**src/rtl/phy_seq_pkg.sv**
```systemverilog
package phy_seq_pkg;

  typedef enum logic [1:0] {
    TXN_CTRL = 2'd0,
    TXN_ADDR = 2'd1,
    TXN_DATA = 2'd2
  } txn_e;

  typedef enum logic [1:0] {
    ST_OK     = 2'd0,
    ST_INVAL  = 2'd1,
    ST_BUSERR = 2'd2
  } status_e;

  typedef struct packed {
    logic load;       // latch request, clear result
    logic capture;    // store read data
    logic setInval;   // mark request rejected
    logic setBusErr;  // mark bus failure
    logic flushPh;    // flush read phase active
    txn_e txn;        // which transaction is on the port
  } strobes_t;

endpackage

```
**src/rtl/phy_seq_ctrl.sv**
```systemverilog
module phy_seq_ctrl
  import phy_seq_pkg::*;
(
  input  logic     clk,
  input  logic     rstN,
  input  logic     reqValid,
  input  logic     reqOk,
  input  logic     curWrite,
  input  logic     curFlush,
  input  logic     busRespValid,
  input  logic     busRespErr,
  output strobes_t strb,
  output logic     busReqValid,
  output logic     busy,
  output logic     done
);

  typedef enum logic [2:0] {
    S_IDLE, S_CTRL, S_ADDR, S_DATA, S_FCTRL, S_FADDR, S_FDATA, S_FIN
  } state_e;

  state_e state, nextState;

  always_ff @(posedge clk) begin
    if (!rstN) state <= S_IDLE;
    else       state <= nextState;
  end

  always_comb begin
    nextState = state;
    strb      = '0;
    strb.txn  = TXN_CTRL;
    unique case (state)
      S_IDLE: if (reqValid) begin
        strb.load = 1'b1;
        if (reqOk) nextState = S_CTRL;
        else begin
          strb.setInval = 1'b1;
          nextState     = S_FIN;
        end
      end
      S_CTRL: if (busRespValid) begin
        if (busRespErr) begin strb.setBusErr = 1'b1; nextState = S_FIN; end
        else nextState = S_ADDR;
      end
      S_ADDR: begin
        strb.txn = TXN_ADDR;
        if (busRespValid) begin
          if (busRespErr) begin strb.setBusErr = 1'b1; nextState = S_FIN; end
          else if (!curWrite) nextState = S_DATA;
          else nextState = curFlush ? S_FCTRL : S_FIN;
        end
      end
      S_DATA: begin
        strb.txn = TXN_DATA;
        if (busRespValid) begin
          if (busRespErr) strb.setBusErr = 1'b1;
          else            strb.capture   = 1'b1;
          nextState = S_FIN;
        end
      end
      S_FCTRL: begin
        strb.flushPh = 1'b1;
        if (busRespValid) nextState = busRespErr ? S_FIN : S_FADDR;
      end
      S_FADDR: begin
        strb.flushPh = 1'b1;
        strb.txn     = TXN_ADDR;
        if (busRespValid) nextState = busRespErr ? S_FIN : S_FDATA;
      end
      S_FDATA: begin
        strb.flushPh = 1'b1;
        strb.txn     = TXN_DATA;
        if (busRespValid) nextState = S_FIN;
      end
      S_FIN:   nextState = S_IDLE;
      default: nextState = S_IDLE;
    endcase
  end

  assign busy        = (state != S_IDLE);
  assign done        = (state == S_FIN);
  assign busReqValid = busy && (state != S_FIN);


  done_pulse_chk: assert property (@(posedge clk) disable iff (!rstN)
    done |=> !done);

  busy_end_chk: assert property (@(posedge clk) disable iff (!rstN)
    $fell(busy) |-> $past(done));

  inval_quiet_chk: assert property (@(posedge clk) disable iff (!rstN)
    (!busy && reqValid && !reqOk) |=> (done && !busReqValid));

  req_hold_chk: assert property (@(posedge clk) disable iff (!rstN)
    (busReqValid && !busRespValid) |=> busReqValid);

endmodule

```
**src/rtl/phy_seq_dp.sv**
```systemverilog
module phy_seq_dp
  import phy_seq_pkg::*;
#(
  parameter int ADDR_W     = 16,
  parameter int DATA_W     = 16,
  parameter int PHY_W      = 5,
  parameter int PAGE_W     = 4,
  parameter int REG_W      = 6,
  parameter int MAX_PHY    = 4,
  parameter int MAX_PAGE   = 7,
  parameter int MAX_REG    = 31,
  parameter int PHY_SHIFT  = 9,
  parameter int PAGE_SHIFT = 5,
  parameter logic [ADDR_W-1:0] BASE_ADDR = 16'h8000,
  parameter logic [ADDR_W-1:0] CTRL_ADDR = 16'h8028,
  parameter logic [ADDR_W-1:0] DATA_ADDR = 16'h8029
) (
  input  logic              clk,
  input  logic              rstN,
  input  strobes_t          strb,
  input  logic              reqWrite,
  input  logic              reqFlush,
  input  logic [PHY_W-1:0]  reqPhy,
  input  logic [PAGE_W-1:0] reqPage,
  input  logic [REG_W-1:0]  reqReg,
  input  logic [DATA_W-1:0] reqWdata,
  input  logic [DATA_W-1:0] busRespData,
  output logic              reqOk,
  output logic              curWrite,
  output logic              curFlush,
  output logic              busReqWrite,
  output logic [ADDR_W-1:0] busReqAddr,
  output logic [DATA_W-1:0] busReqData,
  output logic [1:0]        respStatus,
  output logic [DATA_W-1:0] respData
);

  localparam int PHY_CNT = MAX_PHY + 1;
  localparam int PAGE_FW = $clog2(MAX_PAGE + 1);
  localparam int REG_FW  = $clog2(MAX_REG + 1);

  logic [PHY_W-1:0]  curPhy;
  logic [PAGE_W-1:0] curPage;
  logic [REG_W-1:0]  curReg;
  logic [DATA_W-1:0] curWdata;
  logic [PHY_CNT-1:0] phyHot;
  logic [ADDR_W-1:0] indAddr;
  status_e           status;
  logic              isRead;

  assign reqOk = (int'(reqPhy) <= MAX_PHY) && (int'(reqPage) <= MAX_PAGE) &&
                 (int'(reqReg) <= MAX_REG);

  always_ff @(posedge clk) begin
    if (!rstN) begin
      curWrite <= 1'b0;
      curFlush <= 1'b0;
      curPhy   <= '0;
      curPage  <= '0;
      curReg   <= '0;
      curWdata <= '0;
      status   <= ST_OK;
      respData <= '1;
    end else begin
      if (strb.load) begin
        curWrite <= reqWrite;
        curFlush <= reqFlush;
        curPhy   <= reqPhy;
        curPage  <= reqPage;
        curReg   <= reqReg;
        curWdata <= reqWdata;
        status   <= strb.setInval ? ST_INVAL : ST_OK;
        respData <= '1;
      end
      if (strb.setBusErr) status   <= ST_BUSERR;
      if (strb.capture)   respData <= busRespData;
    end
  end

  for (genvar g = 0; g < PHY_CNT; g++) begin : g_phySel
    assign phyHot[g] = (curPhy == PHY_W'(g));
  end

  assign indAddr = BASE_ADDR | (ADDR_W'(phyHot) << PHY_SHIFT) |
                   (ADDR_W'(curPage[PAGE_FW-1:0]) << PAGE_SHIFT) |
                   ADDR_W'(curReg[REG_FW-1:0]);

  assign isRead = !curWrite || strb.flushPh;

  always_comb begin
    busReqWrite = 1'b1;
    busReqAddr  = CTRL_ADDR;
    busReqData  = isRead ? DATA_W'(1) : '0;
    unique case (strb.txn)
      TXN_ADDR: begin
        busReqAddr = indAddr;
        busReqData = isRead ? '0 : curWdata;
      end
      TXN_DATA: begin
        busReqWrite = 1'b0;
        busReqAddr  = DATA_ADDR;
        busReqData  = '0;
      end
      default: ;
    endcase
  end

  assign respStatus = status;


  phy_onehot_chk: assert property (@(posedge clk) disable iff (!rstN)
    (strb.txn == TXN_ADDR) |-> $onehot(busReqAddr[PHY_SHIFT +: PHY_CNT]));

  err_data_chk: assert property (@(posedge clk) disable iff (!rstN)
    (respStatus == ST_BUSERR) |-> (respData == '1));

endmodule

```
**src/rtl/phy_indirect_seq.sv**
```systemverilog
module phy_indirect_seq
  import phy_seq_pkg::*;
#(
  parameter int ADDR_W = 16,
  parameter int DATA_W = 16,
  parameter int PHY_W  = 5,
  parameter int PAGE_W = 4,
  parameter int REG_W  = 6
) (
  input  logic              clk,
  input  logic              rstN,
  input  logic              reqValid,
  input  logic              reqWrite,
  input  logic              reqFlush,
  input  logic [PHY_W-1:0]  reqPhy,
  input  logic [PAGE_W-1:0] reqPage,
  input  logic [REG_W-1:0]  reqReg,
  input  logic [DATA_W-1:0] reqWdata,
  output logic              busy,
  output logic              done,
  output logic [1:0]        respStatus,
  output logic [DATA_W-1:0] respData,
  output logic              busReqValid,
  output logic              busReqWrite,
  output logic [ADDR_W-1:0] busReqAddr,
  output logic [DATA_W-1:0] busReqData,
  input  logic              busRespValid,
  input  logic              busRespErr,
  input  logic [DATA_W-1:0] busRespData
);

  strobes_t strb;
  logic     reqOk, curWrite, curFlush;

  phy_seq_ctrl i_ctrl (
    .clk          (clk),
    .rstN         (rstN),
    .reqValid     (reqValid),
    .reqOk        (reqOk),
    .curWrite     (curWrite),
    .curFlush     (curFlush),
    .busRespValid (busRespValid),
    .busRespErr   (busRespErr),
    .strb         (strb),
    .busReqValid  (busReqValid),
    .busy         (busy),
    .done         (done)
  );

  phy_seq_dp #(
    .ADDR_W (ADDR_W),
    .DATA_W (DATA_W),
    .PHY_W  (PHY_W),
    .PAGE_W (PAGE_W),
    .REG_W  (REG_W)
  ) i_dp (
    .clk         (clk),
    .rstN        (rstN),
    .strb        (strb),
    .reqWrite    (reqWrite),
    .reqFlush    (reqFlush),
    .reqPhy      (reqPhy),
    .reqPage     (reqPage),
    .reqReg      (reqReg),
    .reqWdata    (reqWdata),
    .busRespData (busRespData),
    .reqOk       (reqOk),
    .curWrite    (curWrite),
    .curFlush    (curFlush),
    .busReqWrite (busReqWrite),
    .busReqAddr  (busReqAddr),
    .busReqData  (busReqData),
    .respStatus  (respStatus),
    .respData    (respData)
  );


  bus_stable_chk: assert property (@(posedge clk) disable iff (!rstN)
    (busReqValid && !busRespValid) |=>
      ($stable(busReqAddr) && $stable(busReqData) && $stable(busReqWrite)));

endmodule

```
**config.mk**
```make
export PLATFORM = sky130hd
export DESIGN_NAME = phy_indirect_seq
export DESIGN_NICKNAME = d
export VERILOG_FILES = /design/src/rtl/phy_seq_pkg.sv /design/src/rtl/phy_seq_ctrl.sv /design/src/rtl/phy_seq_dp.sv /design/src/rtl/phy_indirect_seq.sv
export SDC_FILE = /design/constraint.sdc
export NUM_CORES = 1
export LEC_CHECK = 0
export ABC_AREA = 1
export ABC_CLOCK_PERIOD_IN_PS = 2440
export BUFFER_PORTS_ARGS = -buffer_cell sky130_fd_sc_hd__buf_4
export CAP_MARGIN = 5
export CORE_MARGIN = 2
export CORE_UTILIZATION = 47
export DETAILED_ROUTE_END_ITERATION = 6
export PLACE_DENSITY = 0.78
export RECOVER_POWER = 25
export SLEW_MARGIN = 30
export SYNTH_ARGS = -nofsm -noshare
export SYNTH_HDL_FRONTEND = slang
export SYNTH_SLANG_ARGS = --single-unit
```
**constraint.sdc**
```tcl
create_clock -name clk -period 2.44 [get_ports clk]
set_input_delay 0.122 -clock clk [delete_from_list [all_inputs] [get_ports clk]]
set_output_delay 0.122 -clock clk [all_outputs]
set_load 0.01 [all_outputs]
```
After elaboration in Yosys (flattened, before gate mapping). Index checks and enable logic that the tools add are counted. W data, S select, Z words.

Register bits: 52. Latch bits: 0. Bits in writable memories: 0. Bits in read-only memories: 0. Input port bits: 54. Output and inout bits: 54. Logic and storage cells: 89. Memories kept: 0.

$add $sub $neg: 0. Multiply operators: 0. Divide/modulo/power cells: 0. $lt $le $gt $ge: 3. Equality and inequality tests: 20. Shift operators: 0. Muxes and demuxes: 37. Bitwise gates (word level): 3. Reduce and logical (&&, ||, !) cells: 16.

Operators with widths (count): $pmux W16 S2 (2); $mux W16 (3); $mux W3 (10); $pmux W3 S7 (1); $mux W1 (16); $or A16 B5 Y16 (1); $or A16 B8 Y16 (1); $eq A3 B3 Y1 const B (4); $eq A5 B2 Y1 const B (2); $ne A2 B2 Y1 const B (5); $mux W2 (4); $eq A3 B2 Y1 const B (2); $le A6 B5 Y1 const B (1); $reduce_and A6 Y1 (1); $reduce_or A2 Y1 (3); $reduce_or A3 Y1 (2); $eq A5 B1 Y1 const B (1); $eq A5 B3 Y1 const B (1); $le A5 B3 Y1 const B (1); $logic_not A5 Y1 (1); $le A4 B3 Y1 const B (1); $pmux W2 S2 (1); $reduce_bool A2 Y1 (2); $eq A3 B1 Y1 const B (1); 10 further kinds (12).

Depth between registers and ports, before layout.
Depth in word-level cells: 9. Gate-level depth with buffers: 11. Gate-level depth less buffers: 10.

Hierarchy. From an unflattened synthesis, not the netlist that was laid out.

Cells, all modules: 405. Area total of the unflattened synthesis: 2588.7 µm².

By module, submodules not included: phy_seq_dp (times used 1, cells each 338, area an instance 2240.9 µm², seq. area each 980.9 µm²); phy_seq_ctrl (times used 1, cells each 67, area an instance 347.8 µm², seq. area each 60.1 µm²).

Least setup slack after synthesis. Ideal clock, no wire load.

Path type: register -> output. From: reg i_ctrl.state[0]. To: out busReqAddr[10]. Data arrival time: 1890 ps. Required time: 2318 ps. Slack: 428 ps. Stages on the path, launching flop included: 12. Buffers on the path: 1. Cell sequence: dfxtp_1 inv_2 nand2_1 nor2_1 inv_1 nand2_1 inv_1 ha_1 nor2_1 clkinv_1 clkbuf_1 nor3_1.

Cells in the longest elaborated chain, start to end: 5. Elaborated cells on any way between the ends: 10. Classes of those cells: 6 x eq/ne; 2 x mux; 2 x reduce/logical.

Ends and longest elaborated chain: from (decl) (RTL line phy_seq_ctrl.sv:22) `state_e state, nextState;`; from (signal assigned) (RTL line phy_seq_ctrl.sv:26) `else state <= nextState;`; $eq A3 B2 Y1 / $eq A3 B3 Y1 (equally long branches) (RTL line phy_seq_ctrl.sv:33) `unique case (state)`; $reduce_or A2 Y1 (no source line); $pmux W2 S2 (*) (RTL line phy_seq_ctrl.sv:33); $eq A2 B2 Y1 / $eq A2 B1 Y1 (equally long branches) (RTL line phy_seq_dp.sv:94) `unique case (strb.txn)`; $pmux W16 S2 (*) (RTL line phy_seq_dp.sv:94); to (decl) (RTL line phy_indirect_seq.sv:25) `output logic [ADDR_W-1:0] busReqAddr,`.

Mark *: on every way between the ends. The rest lies on a longest branch, timed or not.

Final worst setup path.
From: reg i_ctrl.state[0]. To: out busReqData[0].

Cells in the longest elaborated chain, start to end: 6. Elaborated cells on any way between the ends: 16. Classes of those cells: 7 x eq/ne; 5 x mux; 4 x reduce/logical.

Ends and longest elaborated chain: $eq A3 B3 Y1 (RTL line phy_seq_ctrl.sv:33); $reduce_or A3 Y1 (no source line); $mux W1 (RTL line phy_seq_ctrl.sv:33); $logic_or A1 B1 Y1 (RTL line phy_seq_dp.sv:88) `assign isRead = !curWrite || strb.flushPh;`; $mux W1 / $mux W16 (equally long branches) (RTL line phy_seq_dp.sv:93, phy_seq_dp.sv:97); $pmux W16 S2 (*) (RTL line phy_seq_dp.sv:94); to (decl) (RTL line phy_indirect_seq.sv:26) `output logic [DATA_W-1:0] busReqData,`.

Marks and branches as above.

==> impl_metrics.yaml <==
drt:
  post_drt_wl_per_cell_um: 12.1
  route.detailed.drc: 0
  wirelength_mm: 5.79
  vias: 2321
  viasPerCell: 4.87
  ant_nets: 0
  drtPass1Iterations: 4
  drtIter0Drc: 100
timing:
  finalSetupViolCount: 0
  rsz0062_at_grt: "true"
  hold_violations: 0
  skew_ns: 0.00763
  maxSlewHeadroom_pct: 26.3
  post-route-worst-setup-slack_ns: 0.170
  fin_crit_sh_pct: 93.0
  slew_violations: 0
  worstMarginPinSlew_ns: 1.10
  final.min_clock_period_ns: 2.27
  fmax_mhz: 441
final_layout:
  fillers: 471
  diodes: 0
  area_growth_pct: 33.5
  fin_area_sq_mm: 0.00324
  layout.nets: 462
  drive_gt1_share_pct: 32.2
placement:
  place_ws_ns: 0.294
  gp_congestion: 0.908
  port_buffers: 104
  dpl_cell_area_sq_mm: 0.00316
  dp_hpwl_mm: 4.13
power:
  leakagePower_uw: 0.00136
  p_per_area_mw_per_mm2: 871
  peakVddDrop_uv: 648
floorplan:
  initial_utilization_pct: 48.1
  num_io_pins: 108
  coreArea_sq_mm: 0.00504
  die_h_um: 75.9
  row_count: 26
  die_w_um: 75.9
  die_area_sq_mm: 0.00576
global_route:
  track_usage_pct: 19.1
  grt_pass1_wl_mm: 8.60
  grt_pass1_vias: 2032
  grt_overflow_total: 0
  grt_max_degree: 66
  antenna_found_initial: 0
clocking:
  cts_buffer_depth: 2
  cts_made_buffers: 5
  tritoncts: "built"
  clkSinkCount: 52
  holdBufCountCts: 0
  cts_root_buf: "clkbuf_8"
  clock_insertion_delay_worst_skew_ns: 0.30
  post-cts-setup-buffers: 0
  htree_levels: 2
  path_clk_slew_ns: 0.09
min_path:
  hold_class: "primary input to flip-flop"
logic_synthesis:
  netlist_instances: 312
  synthXorXnorAreaFrac_pct: 0
  async_reset_ff_share_pct: 0
  syn_area_sq_mm: 0.00243
  yosysTopAreaCell: "dfxtp_1"
  synth_top_area_share_pct: 42.9
  synth_area_leaders: "dfxtp_1 (43%), a21oi_1 (7.0%), o21ai_0 (6.4%)"
  synth_fa_ha_area_share_pct: 1.03
  synth_top_family_by_area: "compound AO/OA/AOI/OAI gates"
  ys_seq_area_share_pct: 42.9
  synth.most_common_cell: "dfxtp_1"
  synth_common_cells: "dfxtp_1 (52), inv_1 (41), nand2_1 (39)"
  yosysUniqueCellTypes: 30
  syn_area_per_cell_sq_um: 7.78
  synth-main-ff-cell: "dfxtp_1"
  ys_warn_count: 0
  synth_compound_area_share_pct: 22.4
  synth-edff-count: 0
  ys_seq_elements: 52
  synthMuxAreaShare_pct: 0
  synth-simple-area-share_pct: 19.7
setup_path:
  crit_path_top_delay_cell: "dfxtp_2"
  path_class: "flip-flop to output port"
  worstPathRequired_ns: 2.32
  path_cells: "inv_2 -> nand2_1 -> nor2_2 -> inv_1 -> nand2_1 -> inv_1 -> ha_4 -> nor2_1 -> clkinv_1 -> buf_8 -> o31ai_2 -> buf_4"
  critPathMaxFanout: 20
  cp.arrival_ns: 2.15
  startpoint_type: "flip-flop"
  end_kind: "output port"
  cp_slowest_stage_delay_ns: 0.36
flow_run:
  maxCapViolCount: 0
outcome:
  status: "completed"
==> what timing repair did <==
action                                  CTS  global route
pin swaps                                 0             0
resized for setup                         4            11
endpoints found under the setup margin    4            25
==> layout make-up <==
cell class	count	area, sq um	share of cell area [%]
clock inverters	2	16.3	0.502
repair buffers	106	736	22.7
clock buffers	6	72.6	2.24
flip-flops and latches	52	1040	32.3
inverters	47	176	5.45
multi-input cells	194	1110	34.1
well taps	70	87.6	2.70
==> path summary, 6_finish.rpt <==
kind	start	to	slack [ns]	cells after the start
hold reg to reg	i_dp.curReg[4]$_SDFFE_PN0P_	i_dp.curReg[4]$_SDFFE_PN0P_	0.46	2
hold / removal	busRespData[3]	i_dp.respData[3]$_SDFFE_PN1P_	0.04	3
setup reg to reg	i_ctrl.state[1]$_SDFFE_PN0P_	i_dp.respData[0]$_SDFFE_PN1P_	0.44	7
setup / recovery	i_ctrl.state[0]$_SDFFE_PN0P_	busReqData[0]	0.17	12
==> power by group <==
part	internal, uW	switching, uW
Combinational	459	754
Clock	204	272
Sequential	1040	88.3
Total	1710	1110
==> flip-flops by register name, indices dropped and copies added, names as in the netlist <==
signal           count
i_dp.respData       16
i_dp.curWdata       16
i_ctrl.state         3
i_dp.curPhy          5
i_dp.curReg          5
i_dp.curWrite        1
i_dp.curPage         3
i_dp.curFlush        1
i_dp.respStatus      2
==> logic make-up after synthesis <==
group | count (synthesis)
buffers and inverters | 67
AND/OR/NAND/NOR | 99
AO/OA/AOI/OAI | 90
other | 2
flip-flops | 52
adder cells (fa/ha/maj) | 2
==> through the flow <==
step	TNS [ns]	util (%)	power [uW]	hold slack, ns	instances
floorplan	0	-	2030	0.254	313
global placement	0	62.6	2280	0.350	469
detailed placement	0	62.6	2310	0.355	469
CTS	0	64.7	2810	0.0310	477
global route	-0.0235	64.2	3050	0.0343	477
finish	0	64.2	2820	0.0404	477
==> worst max-delay path: cells and delay by family, from the launching register on <==
| kind | cells | cell delay (ns) |
|---|---|---|
| buf+inv | 6 | 0.65 |
| fa+ha+maj | 1 | 0.25 |
| simple gates | 4 | 0.39 |
| compound gates | 1 | 0.21 |
| flops | 1 | 0.36 |
==> metal layers <==
metal / track usage (%) / wire, um
met4: 6.24 / 71
met1: 24.0 / 2560
met3: 4.10 / 334
met2: 32.5 / 2820
met5: 0 / 0
==> placed cells by master, fill, tap and decap left out, drive strengths merged <==
cell,count
clkinv,3
clkbuf,24
nand2,44
nand3,6
nor3,21
o31ai,2
ha,2
buf,88
nand4,3
conb,3
nor2,24
o22ai,17
inv,45
clkinvlp,1
a21oi,34
o21ai,37
dfxtp,52
nand3b,1
No activity file was read; power rests on OpenSTA's default activity.
